$ cat config.mk
export PLATFORM = sky130hd
export DESIGN_NAME = regfile_2r1w
export DESIGN_NICKNAME = d
export VERILOG_FILES = /design/src/rtl/regfile_pkg.sv /design/src/rtl/regfile_store.sv /design/src/rtl/regfile_rdport.sv /design/src/rtl/regfile_2r1w.sv
export SDC_FILE = /design/constraint.sdc
export NUM_CORES = 2
export LEC_CHECK = 0
export BUFFER_PORTS_ARGS = -buffer_cell sky130_fd_sc_hd__buf_2
export CAP_MARGIN = 20
export CORE_ASPECT_RATIO = 0.5
export CORE_MARGIN = 2
export CORE_UTILIZATION = 63
export DETAILED_ROUTE_END_ITERATION = 7
export HOLD_SLACK_MARGIN = 0.15
export PLACE_DENSITY_LB_ADDON = 0.08
export SYNTH_ARGS = -nofsm -noshare
export SYNTH_HDL_FRONTEND = slang
export SYNTH_SLANG_ARGS = --single-unit
$ cat constraint.sdc
create_clock -name clk -period 3.3 [get_ports clk]
set_input_delay 0.66 -clock clk [delete_from_list [all_inputs] [get_ports clk]]
set_output_delay 0.66 -clock clk [all_outputs]
set_load 0.03 [all_outputs]
$ cat src/rtl/regfile_pkg.sv
package regfile_pkg;
    localparam int unsigned RF_DEPTH  = 32;
    localparam int unsigned RF_WIDTH  = 32;
    localparam int unsigned RF_IDX_W  = $clog2(RF_DEPTH);
    localparam int unsigned RF_PORTS  = 2;

    typedef logic [RF_IDX_W-1:0] rf_idx_t;
    typedef logic [RF_WIDTH-1:0] rf_word_t;

    typedef struct packed {
        logic     en;
        rf_idx_t  idx;
        rf_word_t data;
    } rf_wr_t;

    // Source selection for a read port.
    typedef enum logic [1:0] {
        SRC_ZERO   = 2'd0,
        SRC_BYPASS = 2'd1,
        SRC_STORE  = 2'd2
    } rf_src_e;

    function automatic rf_src_e rf_pick_src(rf_idx_t rd, rf_wr_t wr);
        if (rd == '0)
            return SRC_ZERO;
        else if (wr.en && (wr.idx == rd))
            return SRC_BYPASS;
        else
            return SRC_STORE;
    endfunction
endpackage

$ cat src/rtl/regfile_store.sv
module regfile_store
    import regfile_pkg::*;
#(
    parameter int unsigned DEPTH = RF_DEPTH,
    parameter int unsigned WIDTH = RF_WIDTH,
    localparam int unsigned IW   = $clog2(DEPTH)
) (
    input  logic             clk,
    input  logic             rst,
    input  logic             wr_en,
    input  logic [IW-1:0]    wr_idx,
    input  logic [WIDTH-1:0] wr_data,
    output logic [WIDTH-1:0] cells [DEPTH]
);
    // Entry 0 is a constant; entries 1.. are real flops.
    assign cells[0] = '0;

    for (genvar g = 1; g < DEPTH; g++) begin : g_cell
        always_ff @(posedge clk) begin
            if (rst)
                cells[g] <= '0;
            else if (wr_en && (wr_idx == IW'(g)))
                cells[g] <= wr_data;
        end
    end

    // with write enable low, storage is frozen across the edge
    assert_hold_when_idle_R3: assert property (@(posedge clk) disable iff (rst)
        !wr_en |=> $stable(cells[1]) && $stable(cells[DEPTH-1]));

    // an enabled write to a nonzero index lands in storage
    assert_write_lands_R2: assert property (@(posedge clk) disable iff (rst)
        (wr_en && wr_idx == IW'(DEPTH-1)) |=> cells[DEPTH-1] == $past(wr_data));
endmodule

$ cat src/rtl/regfile_rdport.sv
module regfile_rdport
    import regfile_pkg::*;
#(
    parameter int unsigned DEPTH = RF_DEPTH,
    parameter int unsigned WIDTH = RF_WIDTH,
    localparam int unsigned IW   = $clog2(DEPTH)
) (
    input  logic             clk,
    input  logic             rst,
    input  logic [IW-1:0]    rd_idx,
    input  logic             wr_en,
    input  logic [IW-1:0]    wr_idx,
    input  logic [WIDTH-1:0] wr_data,
    input  logic [WIDTH-1:0] cells [DEPTH],
    output logic [WIDTH-1:0] rd_data
);
    logic [WIDTH-1:0] stored;
    logic             zero_sel;
    logic             byp_sel;

    assign stored   = cells[rd_idx];
    assign zero_sel = (rd_idx == '0);
    assign byp_sel  = wr_en && (wr_idx == rd_idx) && !zero_sel;

    always_comb begin
        unique case ({zero_sel, byp_sel})
            2'b10:   rd_data = '0;
            2'b01:   rd_data = wr_data;
            default: rd_data = stored;
        endcase
    end

    // index zero reads zero even when a write targets it
    assert_zero_reads_zero_R6: assert property (@(posedge clk) disable iff (rst)
        (rd_idx == '0) |-> rd_data == '0);

    // a colliding read returns what the storage will hold after the edge
    assert_bypass_matches_R5: assert property (@(posedge clk) disable iff (rst)
        (wr_en && wr_idx == rd_idx && rd_idx != '0) |=>
            cells[$past(rd_idx)] == $past(rd_data));

    // without a write, a read equals the storage
    assert_no_bypass_idle_R7: assert property (@(posedge clk) disable iff (rst)
        !wr_en |-> rd_data == cells[rd_idx]);
endmodule

$ cat src/rtl/regfile_2r1w.sv
module regfile_2r1w
    import regfile_pkg::*;
(
    input  logic                clk,
    input  logic                rst,
    input  logic [RF_IDX_W-1:0] rd_idx_a,
    input  logic [RF_IDX_W-1:0] rd_idx_b,
    output logic [RF_WIDTH-1:0] rd_data_a,
    output logic [RF_WIDTH-1:0] rd_data_b,
    input  logic                wr_en,
    input  logic [RF_IDX_W-1:0] wr_idx,
    input  logic [RF_WIDTH-1:0] wr_data
);
    rf_wr_t                wr;
    logic [RF_WIDTH-1:0]   cells [RF_DEPTH];
    logic [RF_IDX_W-1:0]   rd_idx [RF_PORTS];
    logic [RF_WIDTH-1:0]   rd_data [RF_PORTS];

    assign wr = '{en: wr_en, idx: wr_idx, data: wr_data};
    assign rd_idx[0] = rd_idx_a;
    assign rd_idx[1] = rd_idx_b;
    assign rd_data_a = rd_data[0];
    assign rd_data_b = rd_data[1];

    regfile_store #(.DEPTH(RF_DEPTH), .WIDTH(RF_WIDTH)) u_store (
        .clk(clk), .rst(rst),
        .wr_en(wr.en), .wr_idx(wr.idx), .wr_data(wr.data),
        .cells(cells)
    );

    for (genvar p = 0; p < RF_PORTS; p++) begin : g_port
        regfile_rdport #(.DEPTH(RF_DEPTH), .WIDTH(RF_WIDTH)) u_port (
            .clk(clk), .rst(rst),
            .rd_idx(rd_idx[p]),
            .wr_en(wr.en), .wr_idx(wr.idx), .wr_data(wr.data),
            .cells(cells),
            .rd_data(rd_data[p])
        );
    end

    // two ports on the same index agree
    assert_ports_agree_R8: assert property (@(posedge clk) disable iff (rst)
        (rd_idx_a == rd_idx_b) |-> rd_data_a == rd_data_b);

    // the cycle after reset, all reads are zero
    assert_reset_clears_R1: assert property (@(posedge clk)
        $fell(rst) |-> rd_data_a == '0 && rd_data_b == '0);

    // on the selector used by the package helper
    assert_src_zero_R6: assert property (@(posedge clk) disable iff (rst)
        rf_pick_src(rd_idx_a, wr) == SRC_ZERO |-> rd_data_a == '0);
endmodule

Yosys cells after proc, flatten, opt, wreduce, memory -nomap -nowiden:

Index checks and enable logic that the tools add are counted.

* output and inout bits: 64
* input port bits: 50
* word-level logic and storage cells: 119
* register bits: 992

* reduce and logical (&&, ||, !) cells: 39
* muxes and demuxes: 8
* eq/ne operators: 37
* magnitude comparators: 2
* bitwise operators: 2

Operators with widths (number)
* $bmux 32 s5: 2
* $mux 32: 4
* $pmux 32 s2: 2
* $eq 5x5->1 const B: 16
* $eq 5x4->1 const B: 8
* $logic_and 1x1->1: 35
* $eq 5x3->1 const B: 4
* $ge 6x6->1 const B: 2
* $not 5->6: 2
* $eq 5x2->1 const B: 2
* $eq 5x5->1: 2
* $logic_not 5->1: 2
* $eq 5x1->1 const B: 1
* $eq 2x1->1 const B: 2
* $eq 2x2->1 const B: 2
* $logic_not 1->1: 2

Depth between registers and ports, before layout:

* word-level depth: 5
* gate-level depth with buffers: 10
* depth with buffers taken out: 5

Hierarchy:

Synthesis repeated with hierarchy kept, for this count alone.

* cell total of the unflattened synthesis: 4764
* area, all modules: 55520.7 sq um

By module, submodules not included
* regfile_store: cells an instance 3398, times used 1, area an instance 38191.6 sq um, sequential area each 19859.0 sq um
* regfile_rdport: cells an instance 683, times used 2, area an instance 8664.6 sq um, sequential area each 0.0 sq um

Least setup slack after synthesis:

No wires, ideal clock.

* path type: input to output
* start point: input rd_idx_b[0]
* end point: output rd_data_b[1]
* arrival time: 2.372 ns
* slack: 0.268 ns
* required time: 2.640 ns
* stages: 7
* path buffers: 3
* cells stage by stage: clkbuf_2 buf_2 buf_2 mux4_2 o22ai_1 nor2_1 a32o_1

* word-level cells in the longest chain between the ends: 5
* elaborated cells between the ends (all ways): 12
* classes of those cells: 3 x eq/ne; 4 x mux; 1 x bitwise; 4 x reduce/logical

RTL lines
* start, declared: line regfile_2r1w.sv:7 `input logic [RF_IDX_W-1:0] rd_idx_b,`
* $not 5->6 (implied by the code) (tied with other cells): line regfile_rdport.sv:21 `assign stored = cells[rd_idx];`
* $bmux 32 s5 (tied with other cells): line regfile_rdport.sv:21
* $mux 32 (implied by the code) or $logic_and 1x1->1 (tied branches): line regfile_rdport.sv:21, regfile_rdport.sv:23
* $mux 32 (implied by the code) (tied with other cells): line regfile_rdport.sv:21
* $pmux 32 s2 *: line regfile_rdport.sv:26 `unique case ({zero_sel, byp_sel})`
* end, declared: line regfile_2r1w.sv:9 `output logic [RF_WIDTH-1:0] rd_data_b,`

Every way passes the cells marked *; elsewhere a longest branch is shown, timed or not. The select of a mux whose other input is x is not followed.

Worst setup path after layout:

* start point: input rd_idx_a[0]
* end point: output rd_data_a[6]

* word-level cells in the longest chain between the ends: 5
* elaborated cells between the ends (all ways): 12
* classes of those cells: 3 x eq/ne; 4 x mux; 1 x bitwise; 4 x reduce/logical

RTL lines
* start, declared: line regfile_2r1w.sv:6 `input logic [RF_IDX_W-1:0] rd_idx_a,`
* $not 5->6 (implied by the code) (tied with other cells): line regfile_rdport.sv:21
* $bmux 32 s5 (tied with other cells): line regfile_rdport.sv:21
* $mux 32 (implied by the code) or $logic_and 1x1->1 (tied branches): line regfile_rdport.sv:21, regfile_rdport.sv:23
* $mux 32 (implied by the code) (tied with other cells): line regfile_rdport.sv:21
* $pmux 32 s2 *: line regfile_rdport.sv:26
* end, declared: line regfile_2r1w.sv:8 `output logic [RF_WIDTH-1:0] rd_data_a,`

Marked as above.

==> results.json <==
{
  "crit_path_end_kind": "output pin",
  "max_freq_mhz": 289.3,
  "io_buffers": 113,
  "htree_num_levels": 3,
  "fin_nets": 6213,
  "setup_slack_ns": -0.1572,
  "vias": 51860,
  "critPathSlowestCell": "mux4_2",
  "synthAdderAreaFrac_pct": 0,
  "clock_path_buffers": 3,
  "critical-path-max-stage-delay_ns": 0.51,
  "hold_path_class": "input port to flop",
  "worstMarginPinSlew_ns": 0.8849,
  "groute.usage.overall_pct": 51.71,
  "placed_area_mm2": 0.05540,
  "synth_top_area_cell": "dfxtp_1",
  "netlist-cell-type-count": 41,
  "syn_inst": 6038,
  "drc": 4,
  "grt_max_degree": 129,
  "area_growth_pct": 22.51,
  "critical_path.max_fanout": 8,
  "fin_total_pwr_w": 0.02747,
  "timing.rr.start": "u_store.cells[259]",
  "instances_no_fill": 7328,
  "start_util_pct": 63.90,
  "yosys_warnings": 0,
  "power_leakage_nw": 21.69,
  "ys_seq_elements": 992,
  "worstSetupStartpointType": "input port",
  "hp-start": "wr_data[17]",
  "status": "finished with violations",
  "fp.dieW_um": 406.4,
  "rr_worst_depth": 2,
  "critPathKind": "input port to output pin",
  "dpl.cell_count": 7064,
  "first_pass_iters": 8,
  "synthTopCellsByCount": "nand2_1 (2,098), a21oi_1 (992), dfxtp_1 (992)",
  "final_hold_viol_count": 0,
  "dpl.hpwl_mm": 133.5,
  "r2r_end": "u_store.cells[259]",
  "largest_reg_flops": 992,
  "synth_simple_gate_area_share_pct": 17.92,
  "core_area_mm2": 0.07983,
  "overflow": 0,
  "async_flop_share_pct": 0,
  "synthTopCellsByArea": "dfxtp_1 (39%), mux4_2 (17%), nand2_1 (15%), a21oi_1 (9.7%), clkbuf_1 (3.8%)",
  "crit_required_ns": 2.64,
  "min_period_ns": 3.457,
  "synth_edf_count": 0,
  "ys.flop_type": "dfxtp_1",
  "clkSinkCount": 992,
  "p_per_area_mw_per_mm2": 439.5,
  "r2r_setup_slack_ns": 2.54,
  "critPathLaunch": "rd_idx_a[0]",
  "post-route-util_pct": 78.29,
  "postCtsHoldBufs": 0,
  "cts_buffers": 88,
  "place_ws_ns": -0.4357,
  "synth_top_family_by_area": "multiplexers",
  "root_buffer": "clkbuf_16",
  "grt_pass1_wl_mm": 316.3,
  "synth_top_area_share_pct": 38.93,
  "drt_iter0_drc": 9688,
  "largest-register": "u_store.cells",
  "pin_count": 114,
  "filler_cell_count": 5323,
  "die_area_mm2": 0.08340,
  "syn_area_mm2": 0.05101,
  "gp_congestion": 1.009,
  "reg_top3": "u_store.cells x992",
  "violations": "design-rule violations, negative setup slack",
  "ys_seq_area_share_pct": 38.93,
  "drt.antenna.violating_nets": 0,
  "num_rows": 73,
  "endpoint": "rd_data_a[6]",
  "peakVddDrop_mv": 0.4296,
  "period_share_pct": 104.8,
  "antenna_found_initial": 13,
  "drv_cap": 0,
  "syn_area_per_cell_um2": 8.448,
  "cpMostUsedCell": "buf_4",
  "die_y_um": 205.2,
  "synth_most_common_cell": "nand2_1",
  "syn-num-nets": 6088,
  "clk_pin_slew_worst_paths_ns": 0.07,
  "register_area_mm2": 0.01989,
  "slew_viol_final": 0,
  "wire_per_inst_um": 30.27,
  "grt_pass1_vias": 49360,
  "synthMuxAreaShare_pct": 22.23,
  "routed_wl_mm": 221.8,
  "cts_tree": "built",
  "drive_gt1_share_pct": 26.73,
  "finalSetupViolCount": 60,
  "crit_chain": "buf_16, buf_4, buf_4, mux4_2, o21ai_1, nand3_4, a32o_2, buf_6",
  "fin_skew_ns": 0,
  "via_per_inst": 7.076,
  "synth_xor_area_share_pct": 0.1202,
  "rsz0062_at_grt": "true",
  "max_slew_margin_pct": 41.01,
  "multi_input_area_mm2": 0.03028,
  "cp_data_arrival_time_ns": 2.80,
  "synth-compound-area-share_pct": 15.34,
  "stdcell_area_mm2": 0.06249,
  "clock_latency_ns": 0.71
}
-- how the worst min path moves through the flow --
stage	depth (start not counted)	end	slack (ns)
floorplan	2	u_store.cells[896]	0.44
global placement	2	u_store.cells[905]	0.45
detailed placement	2	u_store.cells[619]	0.46
CTS	3	u_store.cells[945]	0.29
global route	3	u_store.cells[742]	0.35
finish	3	u_store.cells[945]	0.32
-- what timing repair did --
| item | 4_1_cts | 5_1_grt |
|---|---|---|
| setup buffers | 40 | 67 |
| endpoints found under the setup margin | 64 | 64 |
| pin swaps | 44 | 103 |
| cloned | 19 | 6 |
| resized for setup | 392 | 358 |
-- layer usage --
layer / share of wire [%] / vias up / GRT usage, %
li1: - / 21350 / -
met1: 34 / 24810 / 66.01
met2: 40 / 4653 / 71.01
met3: 19 / 1045 / 25.92
met4: 6.0 / 8 / 28.33
met5: 0.15 / - / 0
-- report_power, final --
| group | internal, W | switching (W) |
|---|---|---|
| combinational | 0.00152 | 0.00255 |
| clock | 0.00623 | 0.00505 |
| sequential | 0.0121 | 0.0000676 |
| total | 0.0198 | 0.00767 |
-- cells by family (layout without fill, tap and decap cells) --
group	Yosys count	after routing
simple gates	2362	2362
compound gates	1379	1379
flops	992	992
buf+inv	658	853
mux	640	640
xor+xnor	7	7
other cells	0	8
-- area by class of cell --
type	instances	share of cell area [%]
repair buffers	689	12.62
diodes	8	0.03203
multi-input cells	4388	48.45
flip-flops and latches	992	31.83
well taps	1087	2.176
clock buffers	124	4.034
clock inverters	36	0.8349
inverters	4	0.02803
-- metrics by stage --
step / setup TNS (ns) / hold slack [ns]
2_1_floorplan: 0 / 0.4424
3_3_place_gp: -13.20 / 0.4477
3_5_place_dp: -13.80 / 0.4568
4_1_cts: -1.578 / 0.2902
5_1_grt: -3.054 / 0.3500
6_report: -3.159 / 0.3215
-- layout by cell type (no fill, tap or decap), drive strengths merged, types with 5 or more instances in the layout --
cell type  synthesis  routed
a221oi           105     105
nor4               9       9
inv                2       5
buf              142     681
o221ai            20      20
bufinv             0      11
clkinv             2      21
dfxtp            992     992
a22oi             13      13
mux4             384     384
xnor2              7       7
nand2           2099    2099
a32o              64      64
nand3             45      45
o21ai            113     113
mux2             105     105
nor2             133     133
nand2b             7       7
nor2b              9       9
o22ai             65      65
mux2i            151     151
nor3              45      45
clkbuf           512     131
diode              0       8
a21oi            992     992
-- critical path, delay by kind of cell --
| kind | cells | cell delay (ns) |
|---|---|---|
| AO/OA/AOI/OAI | 2 | 0.75 |
| buffers and inverters | 4 | 0.66 |
| multiplexers | 1 | 0.51 |
| AND/OR/NAND/NOR | 1 | 0.20 |
Power figures use the tool's default switching activity.
